**src/rtl/bitSlipAlignPkg.sv**
```systemverilog
package bitSlipAlignPkg;
  localparam int COMMA_LEN = 7;
  localparam logic [COMMA_LEN-1:0] COMMA_PLUS  = 7'b0011111;
  localparam logic [COMMA_LEN-1:0] COMMA_MINUS = 7'b1100000;
  localparam logic [4:0] UNLOCK_SHORT = 5'b01111;
  localparam logic [4:0] UNLOCK_LONG  = 5'b11111;

  // strobes from control to datapath
  typedef struct packed {
    logic       locked;
    logic [4:0] slip;
  } alignStrobe_t;

  function automatic logic isComma(input logic [COMMA_LEN-1:0] seg);
    return (seg == COMMA_PLUS) || (seg == COMMA_MINUS);
  endfunction

  function automatic logic [4:0] unlockValue(input logic modeLong);
    return modeLong ? UNLOCK_LONG : UNLOCK_SHORT;
  endfunction
endpackage

```
**src/rtl/alignCommaScan.sv**
```systemverilog
module alignCommaScan
  import bitSlipAlignPkg::*;
#(
  parameter int WORD_W = 10
) (
  input  logic [2*WORD_W-1:0] window,
  output logic [WORD_W-1:0]   hits
);
  // hits[s]: comma starts s bits before bit 0 of the current word
  for (genvar s = 0; s < WORD_W; s++) begin : g_offset
    assign hits[s] = isComma(window[WORD_W - s +: COMMA_LEN]);
  end
endmodule

```
**src/rtl/alignDatapath.sv**
```systemverilog
module alignDatapath
  import bitSlipAlignPkg::*;
#(
  parameter int MAX_W   = 20,
  parameter int SHORT_W = 10
) (
  input  logic               clk,
  input  logic               rst,
  input  logic [MAX_W-1:0]   rawData,
  input  logic               modeLong,
  input  alignStrobe_t       strobe,
  output logic [MAX_W-1:0]   hits,
  output logic [MAX_W-1:0]   alignedData
);
  localparam int LONG_SEL_W  = $clog2(2*MAX_W);
  localparam int SHORT_SEL_W = $clog2(2*SHORT_W);
  localparam int PAD_W       = MAX_W - SHORT_W;

  logic [MAX_W-1:0]       prevWord;
  logic [2*MAX_W-1:0]     windowLong;
  logic [2*SHORT_W-1:0]   windowShort;
  logic [MAX_W-1:0]       hitsLong;
  logic [SHORT_W-1:0]     hitsShort;
  logic [LONG_SEL_W-1:0]  amtLong;
  logic [SHORT_SEL_W-1:0] amtShort;
  logic [MAX_W-1:0]       alignedLong;
  logic [SHORT_W-1:0]     alignedShort;
  logic [MAX_W-1:0]       alignedNext;

  assign windowLong  = {rawData, prevWord};
  assign windowShort = {rawData[SHORT_W-1:0], prevWord[SHORT_W-1:0]};

  alignCommaScan #(.WORD_W(MAX_W)) i_scanLong (
    .window(windowLong),
    .hits  (hitsLong)
  );

  alignCommaScan #(.WORD_W(SHORT_W)) i_scanShort (
    .window(windowShort),
    .hits  (hitsShort)
  );

  assign hits = modeLong ? hitsLong : {{PAD_W{1'b0}}, hitsShort};

  // slip s selects the word starting s bits before the current word
  assign amtLong      = LONG_SEL_W'(MAX_W) - LONG_SEL_W'(strobe.slip);
  assign amtShort     = SHORT_SEL_W'(SHORT_W) - SHORT_SEL_W'(strobe.slip);
  assign alignedLong  = windowLong[amtLong +: MAX_W];
  assign alignedShort = windowShort[amtShort +: SHORT_W];
  assign alignedNext  = modeLong ? alignedLong : {{PAD_W{1'b0}}, alignedShort};

  always_ff @(posedge clk) begin
    if (rst) begin
      prevWord    <= '0;
      alignedData <= '0;
    end else begin
      prevWord    <= rawData;
      alignedData <= alignedNext;
    end
  end

  // short mode keeps the upper output bits clear
  a_r7_short_upper_zero: assert property (@(posedge clk) disable iff (rst)
    !modeLong |=> (alignedData[MAX_W-1:SHORT_W] == '0));

  // before lock with no comma the word passes through unslipped, one edge late
  a_r7_prelock_passthru: assert property (@(posedge clk) disable iff (rst)
    (!strobe.locked && (hits == '0)) |=>
      (alignedData[SHORT_W-1:0] == $past(rawData[SHORT_W-1:0])));
endmodule

```
**src/rtl/alignControl.sv**
```systemverilog
module alignControl
  import bitSlipAlignPkg::*;
#(
  parameter int MAX_W      = 20,
  parameter int SHORT_W    = 10,
  parameter int LOSS_LIMIT = 4
) (
  input  logic             clk,
  input  logic             rst,
  input  logic             modeSel,
  input  logic [MAX_W-1:0] hits,
  output logic             modeLong,
  output alignStrobe_t     strobe,
  output logic             syncFlag,
  output logic [4:0]       boundary
);
  localparam int CNT_W = (LOSS_LIMIT > 2) ? $clog2(LOSS_LIMIT) : 1;
  localparam logic [CNT_W-1:0] CNT_LAST = CNT_W'(LOSS_LIMIT - 1);
  localparam logic [4:0] LONG_TOP = 5'(MAX_W - 1);

  logic [4:0]       slipReg;
  logic [4:0]       lowSlip;
  logic [CNT_W-1:0] badCnt;
  logic             found;
  logic             badWord;

  function automatic logic [4:0] encodeBoundary(input logic m, input logic [4:0] s);
    return m ? (LONG_TOP - s) : s;
  endfunction

  // smallest matching slip wins
  always_comb begin
    lowSlip = '0;
    for (int i = MAX_W - 1; i >= 0; i--) begin
      if (hits[i]) lowSlip = 5'(i);
    end
  end

  assign found   = |hits;
  assign badWord = found && !hits[slipReg];

  assign strobe.locked = syncFlag;
  assign strobe.slip   = syncFlag ? slipReg : (found ? lowSlip : 5'd0);

  always_ff @(posedge clk) begin
    if (rst) begin
      modeLong <= modeSel;
      syncFlag <= 1'b0;
      slipReg  <= '0;
      badCnt   <= '0;
      boundary <= unlockValue(modeSel);
    end else if (!syncFlag) begin
      if (found) begin
        syncFlag <= 1'b1;
        slipReg  <= lowSlip;
        badCnt   <= '0;
        boundary <= encodeBoundary(modeLong, lowSlip);
      end
    end else if (badWord) begin
      if (badCnt == CNT_LAST) begin
        syncFlag <= 1'b0;
        badCnt   <= '0;
        boundary <= unlockValue(modeLong);
      end else begin
        badCnt <= badCnt + 1'b1;
      end
    end else begin
      badCnt <= '0;
    end
  end

  a_r6_unlocked_value: assert property (@(posedge clk) disable iff (rst)
    !syncFlag |-> (boundary == unlockValue(modeLong)));

  a_r3_lock_on_hit: assert property (@(posedge clk) disable iff (rst)
    (!syncFlag && found) |=> syncFlag);

  a_r9_frozen: assert property (@(posedge clk) disable iff (rst)
    (syncFlag && $past(syncFlag)) |-> $stable(boundary));

  a_r10_hold_quiet: assert property (@(posedge clk) disable iff (rst)
    (syncFlag && !found) |=> syncFlag);

  a_r4_short_range: assert property (@(posedge clk) disable iff (rst)
    (syncFlag && !modeLong) |-> (boundary < 5'(SHORT_W)));

  a_r5_long_range: assert property (@(posedge clk) disable iff (rst)
    (syncFlag && modeLong) |-> (boundary <= LONG_TOP));

  a_r11_mode_held: assert property (@(posedge clk) disable iff (rst)
    !rst |=> $stable(modeLong));
endmodule

```
**src/rtl/bitSlipAligner.sv**
```systemverilog
module bitSlipAligner
  import bitSlipAlignPkg::*;
#(
  parameter int MAX_W      = 20,
  parameter int SHORT_W    = 10,
  parameter int LOSS_LIMIT = 4
) (
  input  logic             clk,
  input  logic             rst,
  input  logic             modeSel,
  input  logic [MAX_W-1:0] rawData,
  output logic [MAX_W-1:0] alignedData,
  output logic             syncFlag,
  output logic [4:0]       boundary
);
  alignStrobe_t     strobe;
  logic [MAX_W-1:0] hits;
  logic             modeLong;

  alignDatapath #(.MAX_W(MAX_W), .SHORT_W(SHORT_W)) i_datapath (
    .clk        (clk),
    .rst        (rst),
    .rawData    (rawData),
    .modeLong   (modeLong),
    .strobe     (strobe),
    .hits       (hits),
    .alignedData(alignedData)
  );

  alignControl #(.MAX_W(MAX_W), .SHORT_W(SHORT_W), .LOSS_LIMIT(LOSS_LIMIT)) i_control (
    .clk     (clk),
    .rst     (rst),
    .modeSel (modeSel),
    .hits    (hits),
    .modeLong(modeLong),
    .strobe  (strobe),
    .syncFlag(syncFlag),
    .boundary(boundary)
  );

  // at the lock edge the aligned word already begins with a comma
  a_r8_comma_leads: assert property (@(posedge clk) disable iff (rst)
    $rose(syncFlag) |-> isComma(alignedData[COMMA_LEN-1:0]));
endmodule

```
**config.mk**
```make
export PLATFORM = sky130hd
export DESIGN_NAME = bitSlipAligner
export DESIGN_NICKNAME = d
export VERILOG_FILES = /design/src/rtl/bitSlipAlignPkg.sv /design/src/rtl/alignCommaScan.sv /design/src/rtl/alignDatapath.sv /design/src/rtl/alignControl.sv /design/src/rtl/bitSlipAligner.sv
export SDC_FILE = /design/constraint.sdc
export NUM_CORES = 1
export LEC_CHECK = 0
export ABC_AREA = 0
export BUFFER_PORTS_ARGS = -buffer_cell sky130_fd_sc_hd__buf_2
export CAP_MARGIN = 10
export CORE_MARGIN = 10
export CORE_UTILIZATION = 48
export DETAILED_ROUTE_END_ITERATION = 8
export MAX_ROUTING_LAYER = met4
export PLACE_DENSITY = 0.66
export REMOVE_ABC_BUFFERS = 1
export SLEW_MARGIN = 20
export SYNTH_ARGS = -nofsm -noshare
export SYNTH_HDL_FRONTEND = slang
export SYNTH_SLANG_ARGS = --single-unit
```
**constraint.sdc**
```tcl
create_clock -name clk -period 13.35 [get_ports clk]
set_input_delay 0.6675 -clock clk [delete_from_list [all_inputs] [get_ports clk]]
set_output_delay 0.6675 -clock clk [all_outputs]
set_load 0.03 [all_outputs]
```
==> flow_summary.toml <==
[clocking]
cts-root-buf = "clkbuf_16"
cts_buffers = 5
cts_htree_levels = 2
hold_buffers = 0
cts_buffer_depth = 2
path_clk_slew_ps = 70
cts_tree = "built"
ctsResizeCount = 0
cts_sinks = 54
clkLatencyLatePin_ps = 310
postCtsSetupRepairBufs = 0

[outcome]
status = "finished, final reports clean"

[final_layout]
final_util_pct = 51.61
stdcell_area_sq_mm = 0.007557
final_layout_size_suffix_gt1_share_pct = 20.79
fin_nets = 863
stdcell_count = 1021
n_antenna_cell = 0
syn_to_final_growth_pct = 4.734
nFillCells = 1401

[critical_path]
crit_family = "buffers and inverters"
path_max_fanout = 58
critPathSlowestCell = "buf_4"
cpMostUsedCell = "buf_4"
path_cells = "buf_4, inv_1, o41ai_1, o21ai_1, a211oi_2, o41a_4, a21oi_4, buf_4, inv_2, buf_4, ha_2, buf_4, clkinv_1, buf_4, mux4_2, mux2i_1, mux2i_1, mux2i_1, a211oi_1"
critical_path_arrival_ps = 6820
worst_path_largest_cell_delay_ps = 660
path_buf_inv = 8
startpoint_type = "flop"
critical_path_class = "flop to flop"
crit_required_ps = 13500
endpoint_kind = "flop"

[floorplanning]
row_count = 44
core_area_sq_mm = 0.01464
die_area_sq_mm = 0.02034
io_pins = 49
die_w_microns = 142.6
initial_utilization_pct = 49.27
die_y_microns = 142.6

[grt]
grtUsageTotal_pct = 24.34
grt_start_max_net_pins = 59
grt_pass1_wl_microns = 38550
antenna_found_initial = 0
grt_pass1_vias = 6689
gr-total-overflow = 0

[place]
gp_congestion = 0.9274
place_worst_setup_slack_ps = 6660
dp_hpwl_microns = 16930
dp_cells = 1013
io_buffers = 48
dpl-instance-area_sq_mm = 0.007358

[power_and_ir_drop]
peakVddDrop_mv = 0.07488
p_int_mw = 0.5387
leakagePower_nw = 2.981
power_frac_clock_pct = 18.1
p_sw_mw = 0.4366
switching_share_pct = 44.77
p_per_area_mw_per_mm2 = 129.1
p_total_mw = 0.9754
pwr-share-seq_pct = 21.5
p_comb_share_pct = 60.5

[timing]
grt_setup_unrepaired = "no"
setup_viol = 0
clock_skew_ps = 8.593
fmax_ghz = 0.1500
layout_setup_ws_ps = 6685
fin_crit_sh_pct = 49.93
finalSetupTns_ps = 0
tightestPinTransition_ps = 1040
slew_viol_final = 0
hold_viol = 0
period_needed_ps = 6665
hold_ws_ps = 478.7
relSlewSlack_pct = 30.43

[logic_synthesis]
ys_seq_elements = 54
synth.most_common_cell = "nand2_1"
async_flop_share_pct = 0
syn_area_sq_mm = 0.007216
syn_area_per_cell_sq_um = 8.351
ys_warn_count = 0
synth_edf_count = 6
synth_top_cell_by_area = "mux4_2"
synth.area.top_cells = "mux4_2, dfxtp_1, mux2i_1"
synth_top_area_share_pct = 15.29
synth_commonest_cells = "nand2_1, mux2i_1, nor2_1"
ys_types = 102
synth_flop_cell = "dfxtp_1"
syn_inst = 864
synth-seq-area-share_pct = 15.81

[detailed_routing]
viasPerCell = 7.093
wl_per_cell_microns = 23.86
ant_nets = 0
detail_route.wirelength_microns = 24360
drt_pre_antenna_iters = 6
vias = 7242
drt-initial-drc-count = 1102
drc = 0

[hold_path]
hold_path.class = "flop to flop"

[flow_run]
max_cap_violations = 0
==> final cells by class <==
| type | instances | area [sq um] | area share (%) |
|---|---|---|---|
| Clock inverter | 2 | 60.06 | 0.7947 |
| Multi-Input combinational cell | 699 | 5582 | 73.86 |
| Clock buffer | 6 | 138.9 | 1.838 |
| Inverter | 12 | 45.04 | 0.5960 |
| Sequential cell | 54 | 1141 | 15.10 |
| Timing Repair Buffer | 64 | 360.3 | 4.768 |
| Tap cell | 184 | 230.2 | 3.046 |
==> flip-flops by register name, summed over array words and instances, names as in the netlist <==
name	count
i_control.boundary	5
i_datapath.prevWord	20
i_datapath.alignedData	20
i_control.modeLong	1
i_control.slipReg	5
i_control.badCnt	2
i_control.syncFlag	1
==> cell usage in the layout, fill, tap and decap left out, drive strengths merged, types with 5 or more instances in the layout <==
| cell type | n |
|---|---|
| nand3 | 32 |
| edfxtp | 6 |
| nand4 | 9 |
| inv | 11 |
| buf | 64 |
| nor2 | 58 |
| and2 | 9 |
| or2 | 6 |
| nor2b | 22 |
| nor4 | 14 |
| o21ai | 37 |
| o221ai | 5 |
| nand2 | 101 |
| a21boi | 5 |
| or3 | 8 |
| o211ai | 8 |
| xnor2 | 6 |
| mux4 | 49 |
| o41ai | 5 |
| mux2 | 18 |
| clkbuf | 6 |
| a211oi | 16 |
| a21o | 8 |
| or4 | 7 |
| o22ai | 11 |
| nand2b | 18 |
| o31ai | 6 |
| nor3 | 26 |
| and3 | 7 |
| a21oi | 35 |
| mux2i | 82 |
| dfxtp | 48 |
| a31oi | 8 |
==> path summary, 6_finish.rpt <==
check / startpoint / end / slack [ps] / cells past startpoint
max: i_control.modeLong / i_datapath.alignedData[0] / 6690 / 19
min reg2reg: i_control.slipReg[4] / i_control.slipReg[4] / 480 / 2
min: i_control.slipReg[4] / i_control.slipReg[4] / 480 / 2
max reg2reg: i_control.modeLong / i_datapath.alignedData[0] / 6690 / 19
==> cell families after synthesis <==
logic type | share of synthesized area (%)
AND/OR/NAND/NOR | 23.77
AO/OA/AOI/OAI | 21.85
multiplexers | 29.48
buffers and inverters | 7.196
flip-flops | 15.81
XOR/XNOR | 1.197
adder cells (fa/ha/maj) | 0.6936
==> tightest hold or removal path: stages, from the launching register on <==
cell and delay [ps]:
dfxtp_1 330, nand2_1 60, a21oi_1 50
==> power groups by stage <==
stage | registers, mW | logic, mW | clock network (mW)
after floorplan | 0.242 | 0.396 | 0
after global placement | 0.212 | 0.576 | 0
after detailed placement | 0.212 | 0.576 | 0
after CTS | 0.209 | 0.578 | 0.178
after global routing | 0.212 | 0.630 | 0.185
final | 0.209 | 0.590 | 0.176
==> layer usage <==
metal | vias up | GRT usage (%) | share of wire (%)
li1 | 3252 | - | -
met1 | 3443 | 30.56 | 40
met2 | 459 | 37.20 | 46
met3 | 88 | 3.471 | 8.1
met4 | 0 | 12.98 | 5.1
met5 | - | - | 0
No activity file was read; power rests on OpenSTA's default activity.
